### config.mk
export PLATFORM = sky130hd
export DESIGN_NAME = sdg_timing_guard
export DESIGN_NICKNAME = d
export VERILOG_FILES = /design/src/rtl/sdg_pkg.sv /design/src/rtl/sdg_gap_counter.sv /design/src/rtl/sdg_cke_ctrl.sv /design/src/rtl/sdg_timing_guard.sv
export SDC_FILE = /design/constraint.sdc
export NUM_CORES = 1
export LEC_CHECK = 0
export BUFFER_PORTS_ARGS = -buffer_cell sky130_fd_sc_hd__buf_4
export CAP_MARGIN = 20
export CORE_ASPECT_RATIO = 1.2
export CORE_MARGIN = 1
export CORE_UTILIZATION = 54
export CTS_CLUSTER_DIAMETER = 150
export CTS_CLUSTER_SIZE = 10
export DETAILED_ROUTE_END_ITERATION = 16
export PLACE_DENSITY_LB_ADDON = 0.12
export SLEW_MARGIN = 0
export SYNTH_ARGS = -nofsm -noshare
export SYNTH_HDL_FRONTEND = slang
export SYNTH_SLANG_ARGS = --single-unit
### constraint.sdc
create_clock -name clk -period 2 [get_ports clk]
set_input_delay 0.2 -clock clk [delete_from_list [all_inputs] [get_ports clk]]
set_output_delay 0.2 -clock clk [all_outputs]
set_load 0.05 [all_outputs]
### src/rtl/sdg_pkg.sv
package sdg_pkg;
  localparam int CMD_W = 3;

  localparam logic [CMD_W-1:0] CMD_NOP  = 3'd0;
  localparam logic [CMD_W-1:0] CMD_ACT  = 3'd1;
  localparam logic [CMD_W-1:0] CMD_RD   = 3'd2;
  localparam logic [CMD_W-1:0] CMD_WR   = 3'd3;
  localparam logic [CMD_W-1:0] CMD_PRE  = 3'd4;
  localparam logic [CMD_W-1:0] CMD_REF  = 3'd5;
  localparam logic [CMD_W-1:0] CMD_SELF = 3'd6;

  // A gap of N cycles loads N-1; code 0 counts as code 1, so both load 0.
  function automatic logic [15:0] spacing_load(input logic [15:0] code);
    return (code == 16'd0) ? 16'd0 : code - 16'd1;
  endfunction
endpackage

### src/rtl/sdg_gap_counter.sv
module sdg_gap_counter #(
  parameter int W = 3
) (
  input  logic         clk,
  input  logic         rst_n,
  input  logic         load,
  input  logic [W-1:0] load_val,
  output logic         busy
);
  logic [W-1:0] cnt_q;

  always_ff @(posedge clk) begin
    if (!rst_n)              cnt_q <= '0;
    else if (load)           cnt_q <= load_val;
    else if (cnt_q != '0)    cnt_q <= cnt_q - 1'b1;
  end

  assign busy = (cnt_q != '0);
endmodule

### src/rtl/sdg_cke_ctrl.sv
module sdg_cke_ctrl (
  input  logic clk,
  input  logic rst_n,
  input  logic cke_req,
  input  logic cke_busy,
  input  logic self_issued,
  output logic cke_out,
  output logic cke_flip,
  output logic pd_exit,
  output logic sr_exit
);
  logic cke_q;
  logic sr_pending_q;
  logic rise;

  assign cke_flip = (cke_req != cke_q) && !cke_busy;
  assign rise     = cke_flip && cke_req;
  assign pd_exit  = rise && !sr_pending_q;
  assign sr_exit  = rise && sr_pending_q;
  assign cke_out  = cke_q;

  always_ff @(posedge clk) begin
    if (!rst_n) begin
      cke_q        <= 1'b1;
      sr_pending_q <= 1'b0;
    end else begin
      if (cke_flip) cke_q <= cke_req;
      if (sr_exit)          sr_pending_q <= 1'b0;
      else if (self_issued) sr_pending_q <= 1'b1;
    end
  end
endmodule

### src/rtl/sdg_timing_guard.sv
module sdg_timing_guard
  import sdg_pkg::*;
#(
  parameter int WTR_W = 2,
  parameter int CKE_W = 3,
  parameter int XP_W  = 3,
  parameter int XSR_W = 8
) (
  input  logic             clk,
  input  logic             rst_n,
  input  logic             req_valid,
  input  logic [CMD_W-1:0] req_cmd,
  input  logic             cke_req,
  input  logic [WTR_W-1:0] cfg_wtr,
  input  logic [CKE_W-1:0] cfg_cke,
  input  logic [XP_W-1:0]  cfg_xp,
  input  logic [XSR_W-1:0] cfg_xsr,
  output logic             cmd_issue,
  output logic [CMD_W-1:0] cmd_out,
  output logic             stall,
  output logic             cke_out
);
  // Named internal events, brought out for the checker.
  logic wtr_busy, cke_busy, xp_busy, xsr_busy;
  logic cke_flip, pd_exit, sr_exit;
  logic wr_issued, self_issued, allowed;

  logic [WTR_W-1:0] wtr_load;
  logic [CKE_W-1:0] cke_load;
  logic [XP_W-1:0]  xp_load;
  logic [XSR_W-1:0] xsr_load;

  assign wtr_load = WTR_W'(spacing_load(16'(cfg_wtr)));
  assign cke_load = CKE_W'(spacing_load(16'(cfg_cke)));
  assign xp_load  = XP_W'(spacing_load(16'(cfg_xp)));
  assign xsr_load = XSR_W'(spacing_load(16'(cfg_xsr)));

  always_comb begin
    allowed = 1'b1;
    if (req_cmd != CMD_NOP) begin
      if (xp_busy)                        allowed = 1'b0;
      if (req_cmd == CMD_RD  && wtr_busy) allowed = 1'b0;
      if (req_cmd == CMD_ACT && xsr_busy) allowed = 1'b0;
    end
  end

  assign cmd_issue   = req_valid && allowed;
  assign stall       = req_valid && !allowed;
  assign cmd_out     = cmd_issue ? req_cmd : CMD_NOP;
  assign wr_issued   = cmd_issue && (req_cmd == CMD_WR);
  assign self_issued = cmd_issue && (req_cmd == CMD_SELF);

  sdg_gap_counter #(.W(WTR_W)) u_wtr_cnt (
    .clk(clk), .rst_n(rst_n), .load(wr_issued), .load_val(wtr_load), .busy(wtr_busy));

  sdg_gap_counter #(.W(CKE_W)) u_cke_cnt (
    .clk(clk), .rst_n(rst_n), .load(cke_flip), .load_val(cke_load), .busy(cke_busy));

  sdg_gap_counter #(.W(XP_W)) u_xp_cnt (
    .clk(clk), .rst_n(rst_n), .load(pd_exit), .load_val(xp_load), .busy(xp_busy));

  sdg_gap_counter #(.W(XSR_W)) u_xsr_cnt (
    .clk(clk), .rst_n(rst_n), .load(sr_exit), .load_val(xsr_load), .busy(xsr_busy));

  sdg_cke_ctrl u_cke_ctrl (
    .clk(clk), .rst_n(rst_n), .cke_req(cke_req), .cke_busy(cke_busy),
    .self_issued(self_issued), .cke_out(cke_out), .cke_flip(cke_flip),
    .pd_exit(pd_exit), .sr_exit(sr_exit));
endmodule

==> impl_metrics.env, run 1 <==
export IMPL_maxSlewHeadroom_pct=58.7
export IMPL_fin_nets=250
export IMPL_cts_sinks=18
export IMPL_viasPerCell=5.69
export IMPL_crit_fanout=2
export IMPL_grt_setup_unrepaired="yes"
export IMPL_grt_pass1_wl_um=5390
export IMPL_sequentialPowerShare_pct=25.7
export IMPL_comb_power_share_pct=65.2
export IMPL_setup_ws_ns=-0.0198
export IMPL_critPathLaunchType="flop"
export IMPL_ys_types=44
export IMPL_drv_slew=0
export IMPL_dieArea_um2=2800
export IMPL_violations="negative setup slack"
export IMPL_clkTransAtPathRegs_ns=0.10
export IMPL_mostFrequentLayoutCells="buf_4 (37), nor2_1 (20), inv_1 (15), dfxtp_1 (15), nand2_1 (14)"
export IMPL_drtPass1Iterations=4
export IMPL_post_route_drc_count=0
export IMPL_io_pins=29
export IMPL_power_density_nw_per_um2=1330
export IMPL_grt_pass1_vias=1329
export IMPL_r2r_setup_slack_ns=0.25
export IMPL_hold_viol=0
export IMPL_yosys_warnings=0
export IMPL_clk_path_buf_depth=2
export IMPL_port_buffers=28
export IMPL_drt_iter0_drc=40
export IMPL_root_buffer="clkbuf_4"
export IMPL_report_final_setup_viol=1
export IMPL_ys_top_cells_by_area="dfxtp_1 (26%), ha_1 (12%), nor2_1 (5.4%)"
export IMPL_p_sw_share_pct=42.6
export IMPL_die_y_um=57.8
export IMPL_power_leakage_nw=0.824
export IMPL_wl_um=3340
export IMPL_yosysTopAreaCell="dfxtp_1"
export IMPL_antenna_found_initial=0
export IMPL_worstPathCellList="inv_2 > ha_4 > nor3b_4 > a211oi_2 > o32a_1 > and2_4 > buf_8"
export IMPL_fin_crit_ns=2.02
export IMPL_placed_area_um2=1680
export IMPL_avgSynthCellArea_um2=8.19
export IMPL_setup_tns_final_ns=-0.0198
export IMPL_syn_num_nets=207
export IMPL_cts_made_buffers=3
export IMPL_clock_skew_ns=0.00145
export IMPL_final_common_cell="buf_4"
export IMPL_antenna_left=0
export IMPL_power_total_mw=2.48
export IMPL_path_class="flop to primary output"
export IMPL_clkLatencyLatePin_ns=0.30
export IMPL_syn_area_um2=1400
export IMPL_postLayoutCellArea_um2=1860
export IMPL_cts_max_level=1
export IMPL_fmax_mhz=495
export IMPL_ys_seq_elements=18
export IMPL_status="finished with violations"
export IMPL_hold_path_class="input pin to flop"
export IMPL_grt_usage_pct=24.5
export IMPL_pre_cts_slack_ns=0.115
export IMPL_cp_required_ns=1.80
export IMPL_fp_dieW_um=48.5
export IMPL_wire_per_inst_um=13.7
export IMPL_grt_max_degree=11
export IMPL_drive_gt1_share_pct=31.9
export IMPL_clkPwrFrac_pct=9.1
export IMPL_cp_slowest_cell="dfxtp_2"
export IMPL_vias=1389
export IMPL_cts_tree="yes"
export IMPL_whs_ns=0.140
export IMPL_fin_cells=244
export IMPL_rows=19
export IMPL_period_share_pct=101
export IMPL_syn_inst=171
export IMPL_dpl_cell_count=233
export IMPL_globalplace_congestion=0.866
export IMPL_grt_ovfl_total=0
export IMPL_p_sw_mw=1.06
export IMPL_cp_end_kind="primary output"
export IMPL_fin_util_pct=78.2
export IMPL_slowest_delay_ns=0.36
export IMPL_area_growth_pct=32.8
export IMPL_critical_path_arrival_ns=1.82
export IMPL_synth_seq_area_share_pct=25.7
export IMPL_cap_violations=0
export IMPL_dp_hpwl_um=2460
export IMPL_ctsHoldBuffers=0
export IMPL_tightest_slew_ns=0.611
export IMPL_antenna_cells=0
export IMPL_start_util_pct=58.9
export IMPL_intPower_mw=1.42
export IMPL_coreArea_um2=2380
export IMPL_yosysTopAreaCellShare_pct=25.7
export IMPL_peakVddDrop_mv=0.908
## synth_stat cells (all sizes together)
cell type and n:
o311a 2, or2 1, a31oi 1, and2b 1
mux2i 5, ha 13, mux2 1, nor3b 3
o41ai 2, xnor2 6, a2bb2oi 2, o22ai 2
a211oi 3, nand3 4, o211ai 3, o21ai 3
and2 3, o21bai 1, o32a 1, nor4b 1
inv 17, clkbuf 1, o32ai 1, a21boi 2
or4b 1, or4 1, nor4 1, o221a 2
a21o 1, a21oi 8, xor2 2, nor2b 5
or3b 1, o21a 3, and3b 1, nor3 5
dfxtp 18, nor2 20, nand2b 5, and3 1
nand3b 2, and4bb 1, nand2 14
## final cells by class
cell class | count | area (µm²)
Multi-Input combinational cell | 135 | 1050
Fill cell | 188 | 518
Sequential cell | 18 | 364
Timing Repair Buffer | 39 | 304
Inverter | 17 | 63.8
Tap cell | 31 | 38.8
Clock buffer | 4 | 36.3
## power groups by stage
stage	Clock (mW)	Combinational (mW)	Sequential, mW
floorplan	0	0.956	0.625
global placement	0	1.26	0.621
detailed placement	0	1.31	0.632
CTS	0.232	1.40	0.618
global route	0.245	1.77	0.649
finish	0.226	1.62	0.636
## logic make-up after synthesis
family	count (synthesis)	synth area share (%)
simple gates	71	28.2
compound gates	37	20.2
buf+inv	18	4.83
flops	18	25.7
fa+ha+maj	13	11.6
xor+xnor	8	5.00
mux	6	4.38
## sequential cells by signal (all words and copies together) (netlist names)
| register | count |
|---|---|
| u_cke_cnt.cnt_q | 3 |
| u_cke_ctrl.cke_out | 1 |
| u_cke_ctrl.sr_pending_q | 1 |
| u_wtr_cnt.cnt_q | 2 |
| u_xp_cnt.cnt_q | 3 |
| u_xsr_cnt.cnt_q | 8 |
## what timing repair did
action	in CTS	in global routing
setup endpoints to repair	3	4
pin swaps	4	6
gates resized for setup	8	13
setup buffers	2	5
## layer usage
metal | GRT usage, % | part of all wire (%) | vias up
li1 | - | - | 687
met1 | 26.7 | 40 | 654
met2 | 47.5 | 53 | 36
met3 | 3.15 | 3.4 | 12
met4 | 10.5 | 3.4 | 0
met5 | 0 | 0 | -
## critical path: cells and delay by family, from the launching register on
family	cells	cell delay, ns
AND/OR/NAND/NOR	2	0.32
flip-flops	1	0.36
adder cells (fa/ha/maj)	1	0.15
buffers and inverters	2	0.19
AO/OA/AOI/OAI	2	0.50
## final timing paths
path,start,endpoint,cells after the start
worst max register to register,u_cke_cnt.cnt_q[0]$_SDFFE_PN0P_,u_xsr_cnt.cnt_q[3]$_SDFFE_PN0P_,6
worst min register to register,u_cke_cnt.cnt_q[2]$_SDFFE_PN0P_,u_cke_cnt.cnt_q[2]$_SDFFE_PN0P_,1
worst min-delay path,rst_n,u_cke_ctrl.cke_out$_SDFFE_PN1N_,2
worst max-delay path,u_xsr_cnt.cnt_q[0]$_SDFFE_PN0P_,stall,7
Power figures use the tool's default switching activity.
==> run 2, diff against run 1 <==
- SKIP_CTS_REPAIR_TIMING: not set -> 1
==> run 2 against run 1 <==
  * Count of clock-buffer cells in the layout unchanged
  * First-iteration DRC count rose by 7.5%
  * Utilization fell by 2.1 points
  * Sequential cell count unchanged
  * Power decreased by 4.4%
  * Cell area is 2.7% lower
  * The run still ends with negative setup slack left
  * Register-to-register slack worse by 0.05 ns
  * Critical path depth did not move
  * Combinational power fell by 7%
  * Fmax rose by 0.82%
==> impl_metrics.env, run 2 (synthesis results as in run 1) <==
export IMPL_sequentialPowerShare_pct=27.2
export IMPL_worstHoldStart="rst_n"
export IMPL_dieArea_um2=2800
export IMPL_clkLatencyLatePin_ns=0.30
export IMPL_mostFrequentLayoutCells="buf_4 (35), nor2_1 (20), inv_1 (16)"
export IMPL_grt_pass1_vias=1294
export IMPL_fmax_mhz=499
export IMPL_power_density_nw_per_um2=1310
export IMPL_clk_path_buf_depth=2
export IMPL_antenna_left=0
export IMPL_cp_required_ns=1.80
export IMPL_start_util_pct=58.9
export IMPL_path_class="flop to primary output"
export IMPL_top_register="u_xsr_cnt.cnt_q"
export IMPL_root_buffer="clkbuf_4"
export IMPL_dp_hpwl_um=2460
export IMPL_drtPass1Iterations=4
export IMPL_hold_path_class="input pin to flop"
export IMPL_cp_end_kind="primary output"
export IMPL_crit_fanout=2
export IMPL_rows=19
export IMPL_grt_pass1_wl_um=5190
export IMPL_fin_nets=247
export IMPL_port_buffers=28
export IMPL_die_y_um=57.8
export IMPL_clkTransAtPathRegs_ns=0.10
export IMPL_crit_reg2reg_launch="u_cke_cnt.cnt_q[0]$_SDFFE_PN0P_"
export IMPL_coreArea_um2=2380
export IMPL_min_to="u_cke_ctrl.cke_out$_SDFFE_PN1N_"
export IMPL_grt_max_degree=11
export IMPL_pre_cts_slack_ns=0.115
export IMPL_area_growth_pct=29.2
export IMPL_setup_tns_final_ns=-0.00339
export IMPL_cts_made_buffers=3
export IMPL_wire_per_inst_um=13.3
export IMPL_rr_worst_depth=6
export IMPL_grt_setup_unrepaired="yes"
export IMPL_cap_violations=0
export IMPL_intPower_mw=1.36
export IMPL_antenna_cells=0
export IMPL_tightest_slew_ns=0.594
export IMPL_p_sw_mw=1.01
export IMPL_fp_dieW_um=48.5
export IMPL_drv_slew=0
export IMPL_power_leakage_nw=0.798
export IMPL_p_sw_share_pct=42.8
export IMPL_comb_power_share_pct=63.3
export IMPL_cts_sinks=18
export IMPL_largest_reg_flops=8
export IMPL_antenna_found_initial=0
export IMPL_clkPwrFrac_pct=9.5
export IMPL_peakVddDrop_mv=0.830
export IMPL_dpl_cell_count=233
export IMPL_globalplace_congestion=0.866
export IMPL_vias=1365
export IMPL_fin_cells=241
export IMPL_reg_top3="u_xsr_cnt.cnt_q x8, u_cke_cnt.cnt_q x3, u_xp_cnt.cnt_q x3"
export IMPL_grt_ovfl_total=0
export IMPL_fin_crit_ns=2.00
export IMPL_r2r_setup_slack_ns=0.20
export IMPL_status="finished with violations"
export IMPL_grt_usage_pct=23.3
export IMPL_drive_gt1_share_pct=30.0
export IMPL_violations="negative setup slack"
export IMPL_hold_viol=0
export IMPL_critical_path_arrival_ns=1.80
export IMPL_report_final_setup_viol=1
export IMPL_period_share_pct=100
export IMPL_post_route_drc_count=0
export IMPL_holdPathStages=2
export IMPL_io_pins=29
export IMPL_maxSlewHeadroom_pct=59.8
export IMPL_cts_tree="yes"
export IMPL_critPathLaunchType="flop"
export IMPL_drt_iter0_drc=43
export IMPL_final_common_cell="buf_4"
export IMPL_r2r_end="u_xsr_cnt.cnt_q[3]$_SDFFE_PN0P_"
export IMPL_cts_max_level=1
export IMPL_clock_skew_ns=0.00157
export IMPL_viasPerCell=5.66
export IMPL_wl_um=3200
export IMPL_setup_ws_ns=-0.00339
==> run 2: layout make-up <==
cell class	count	area (µm²)
tap	31	38.8
sequential	18	367
fill	194	568
clock buffer	4	36.3
multi-input combinational	135	1020
inverter	17	66.3
timing repair buffer	36	278
==> run 2: worst max-delay path by stage <==
stage | start | end | slack, ns | cells after the start
after detailed placement | u_xsr_cnt.cnt_q[0]$_SDFFE_PN0P_ | stall | 0.12 | 7
final | u_xsr_cnt.cnt_q[1]$_SDFFE_PN0P_ | stall | -0.003 | 7
after CTS | u_xsr_cnt.cnt_q[0]$_SDFFE_PN0P_ | stall | -0.23 | 7
after global routing | u_xsr_cnt.cnt_q[1]$_SDFFE_PN0P_ | stall | -0.09 | 7
after floorplan | u_xsr_cnt.cnt_q[0]$_SDFFE_PN0P_ | cmd_out[0] | 0.03 | 5
after global placement | u_xsr_cnt.cnt_q[0]$_SDFFE_PN0P_ | stall | 0.22 | 7
==> run 2: power by group through the flow <==
stage | registers, mW | clock network [mW] | logic (mW)
6_report | 0.645 | 0.225 | 1.50
5_1_grt | 0.659 | 0.245 | 1.65
4_1_cts | 0.624 | 0.232 | 1.32
3_5_place_dp | 0.632 | 0 | 1.31
3_3_place_gp | 0.621 | 0 | 1.26
2_1_floorplan | 0.625 | 0 | 0.956
==> run 2: critical path, stage by stage (launching register included) <==
cell	delay, ns
dfxtp_2	0.34
inv_1	0.08
ha_4	0.16
nor3b_4	0.15
a211oi_2	0.22
o32a_1	0.25
and2_4	0.17
buf_8	0.14
==> run 2: stage by stage <==
stage / power (mW) / instance area (µm²) / hold slack [ns] / util (%)
floorplan: 1.58 / 1410 / 0.325 / -
global placement: 1.88 / 1680 / 0.437 / 70.8
detailed placement: 1.94 / 1680 / 0.454 / 70.8
CTS: 2.18 / 1720 / 0.136 / 72.3
global route: 2.56 / 1810 / 0.133 / 76.1
finish: 2.37 / 1810 / 0.141 / 76.1
==> run 2: per-layer routing <==
| metal | wire [µm] | GRT usage (%) |
|---|---|---|
| met1 | 1390 | 26.5 |
| met2 | 1650 | 44.9 |
| met3 | 111 | 2.36 |
| met4 | 46 | 8.82 |
| met5 | 0 | 0 |
==> run 3, diff against run 2 <==
- CORE_MARGIN: 1 -> 4
- clock period: 2 -> 2.15 ns (I/O delays scaled with it)
==> run 3 against run 2 <==
  * The run now ends clean
  * Largest cell class unchanged
  * Global-route usage is 3.0 points lower
  * First-iteration DRC count decreased by 19%
  * Count of clock-buffer cells in the layout stayed put
  * Final cell count decreased by 2.5%
  * Hold slack improved by 0.0074 ns
  * Largest power group unchanged
  * Sequential power down 7.8%
  * Clock skew is 0.0054 ns higher
  * Non-clock buffer count shrank 6
  * Register-to-register slack improved by 0.17 ns
  * Power fell by 11%
  * Setup slack improved by 0.071 ns
==> impl_metrics.env, run 3 (synthesis results as in run 1) <==
export IMPL_hold_path_class="input pin to flop"
export IMPL_antenna_cells=0
export IMPL_worstPathCellList="inv_1 > ha_2 > nor3b_2 > a211oi_2 > o32a_1 > and2_4 > buf_8"
export IMPL_grt_pass1_vias=1333
export IMPL_rr_worst_depth=6
export IMPL_status="finished, final reports clean"
export IMPL_fin_nets=241
export IMPL_antenna_left=0
export IMPL_post_route_drc_count=0
export IMPL_fp_dieW_um=54.5
export IMPL_use_met2_pct=38.8
export IMPL_root_buffer="clkbuf_4"
export IMPL_use_met1_pct=22.2
export IMPL_reg_top3="u_xsr_cnt.cnt_q x8, u_cke_cnt.cnt_q x3, u_xp_cnt.cnt_q x3"
export IMPL_final_common_cell="buf_4"
export IMPL_grtUsageMet3_pct=2.09
export IMPL_period_share_pct=96.9
export IMPL_clkPwrFrac_pct=10.2
export IMPL_dieArea_um2=3470
export IMPL_hold_viol=0
export IMPL_antenna_found_initial=0
export IMPL_p_sw_share_pct=43.9
export IMPL_area_growth_pct=25.6
export IMPL_setup_tns_final_ns=0
export IMPL_critical_path_arrival_ns=1.87
export IMPL_top_register="u_xsr_cnt.cnt_q"
export IMPL_io_pins=29
export IMPL_holdPathStages=2
export IMPL_seq_area_um2=365
export IMPL_power_total_mw=2.10
export IMPL_die_y_um=63.8
export IMPL_viasPerCell=5.64
export IMPL_cp_end_kind="primary output"
export IMPL_multi_input_area_um2=1020
export IMPL_clkTransAtPathRegs_ns=0.11
export IMPL_cts_sinks=18
export IMPL_r2r_setup_slack_ns=0.37
export IMPL_grt_usage_pct=20.3
export IMPL_cp_slowest_cell="dfxtp_2"
export IMPL_p_sw_mw=0.924
export IMPL_power_leakage_nw=0.777
export IMPL_coreArea_um2=2380
export IMPL_drt_iter0_drc=35
export IMPL_drive_gt1_share_pct=26.5
export IMPL_peakVddDrop_mv=0.705
export IMPL_vias=1325
export IMPL_clock_skew_ns=0.00697
export IMPL_sequentialPowerShare_pct=28.3
export IMPL_fmax_mhz=480
export IMPL_crit_start="u_xsr_cnt.cnt_q[1]$_SDFFE_PN0P_"
export IMPL_start_util_pct=58.9
export IMPL_largest_reg_flops=8
export IMPL_cts_tree="yes"
export IMPL_rows=19
export IMPL_cp_top_family="compound AO/OA/AOI/OAI gates"
export IMPL_report_final_setup_viol=0
export IMPL_grt_pass1_wl_um=5440
export IMPL_maxSlewHeadroom_pct=61.4
export IMPL_cts_made_buffers=3
export IMPL_fillers=207
export IMPL_clk_path_buf_depth=2
export IMPL_min_to="u_cke_ctrl.cke_out$_SDFFE_PN1N_"
export IMPL_comb_power_share_pct=61.5
export IMPL_cts_max_level=1
export IMPL_drtPass1Iterations=4
export IMPL_wire_per_inst_um=14.1
export IMPL_wl_um=3310
export IMPL_grt_max_degree=11
export IMPL_port_buffers=28
export IMPL_crit_reg2reg_launch="u_cke_cnt.cnt_q[0]$_SDFFE_PN0P_"
export IMPL_path_class="flop to primary output"
export IMPL_path_buf_inv=2
export IMPL_intPower_mw=1.18
export IMPL_mostFrequentLayoutCells="buf_4 (29), nor2_1 (20), inv_1 (17)"
export IMPL_power_density_nw_per_um2=1200
export IMPL_dp_hpwl_um=2640
export IMPL_critPathLaunchType="flop"
export IMPL_slowest_delay_ns=0.36
export IMPL_r2r_end="u_xsr_cnt.cnt_q[4]$_SDFFE_PN0P_"
export IMPL_grt_ovfl_total=0
export IMPL_clkLatencyLatePin_ns=0.30
export IMPL_cap_violations=0
export IMPL_globalplace_congestion=0.776
export IMPL_busiest_layer="met2"
export IMPL_cp_required_ns=1.93
export IMPL_tightest_slew_ns=0.571
export IMPL_crit_fanout=4
export IMPL_fin_crit_ns=2.08
export IMPL_drv_slew=0
export IMPL_worstHoldStart="rst_n"
run 3: changes by cell type in the layout (fill, tap and decap cells not counted), sizes merged:
cell  before  now
buf       36   30
run 3: worst max-delay path by stage:
| stage | endpoint | slack [ns] | depth (start not counted) |
|---|---|---|---|
| 2_1_floorplan | cmd_out[0] | 0.16 | 5 |
| 3_3_place_gp | stall | 0.26 | 6 |
| 3_5_place_dp | stall | 0.14 | 6 |
| 4_1_cts | stall | -0.23 | 6 |
| 5_1_grt | stall | -0.01 | 7 |
| 6_report | stall | 0.07 | 7 |
run 3: stage by stage:
stage          area [µm²]  utilization [%]  setup slack (ns)  hold WS (ns)  cells
4_1_cts              1700             71.4            -0.231         0.143    234
3_5_place_dp         1660             69.8             0.137         0.457    230
6_report             1760             73.9            0.0676         0.149    235
2_1_floorplan        1410                -             0.162         0.340    171
3_3_place_gp         1660             69.8             0.257         0.451    230
5_1_grt              1760             73.9           -0.0128         0.156    235
run 3: worst reg2reg max path, cell delays in order (launching register included):
cell and delay (ns):
dfxtp_1 0.37, inv_1 0.08, ha_1 0.23, and4bb_2 0.28, and2_1 0.21, o21ai_0 0.40
nor2_1 0.10
run 3: area by class of cell:
| type | count | share of cell area, % |
|---|---|---|
| Tap cell | 31 | 2.21 |
| Sequential cell | 18 | 20.8 |
| Clock buffer | 4 | 2.06 |
| Multi-Input combinational cell | 135 | 58.1 |
| Timing Repair Buffer | 30 | 13.2 |
| Inverter | 17 | 3.63 |
run 3: metal layers:
metal / vias up / share of wire, %
li1: 665 / -
met3: 5 / 4.5
met5: - / 0
met1: 617 / 42
met4: 0 / 1.2
met2: 38 / 52
run 3: power by group through the flow:
stage | sequential, mW | clock, mW | combinational (mW)
final | 0.595 | 0.214 | 1.29
after global routing | 0.612 | 0.230 | 1.44
after CTS | 0.585 | 0.215 | 1.19
after detailed placement | 0.593 | 0 | 1.18
after global placement | 0.578 | 0 | 1.12
after floorplan | 0.581 | 0 | 0.889
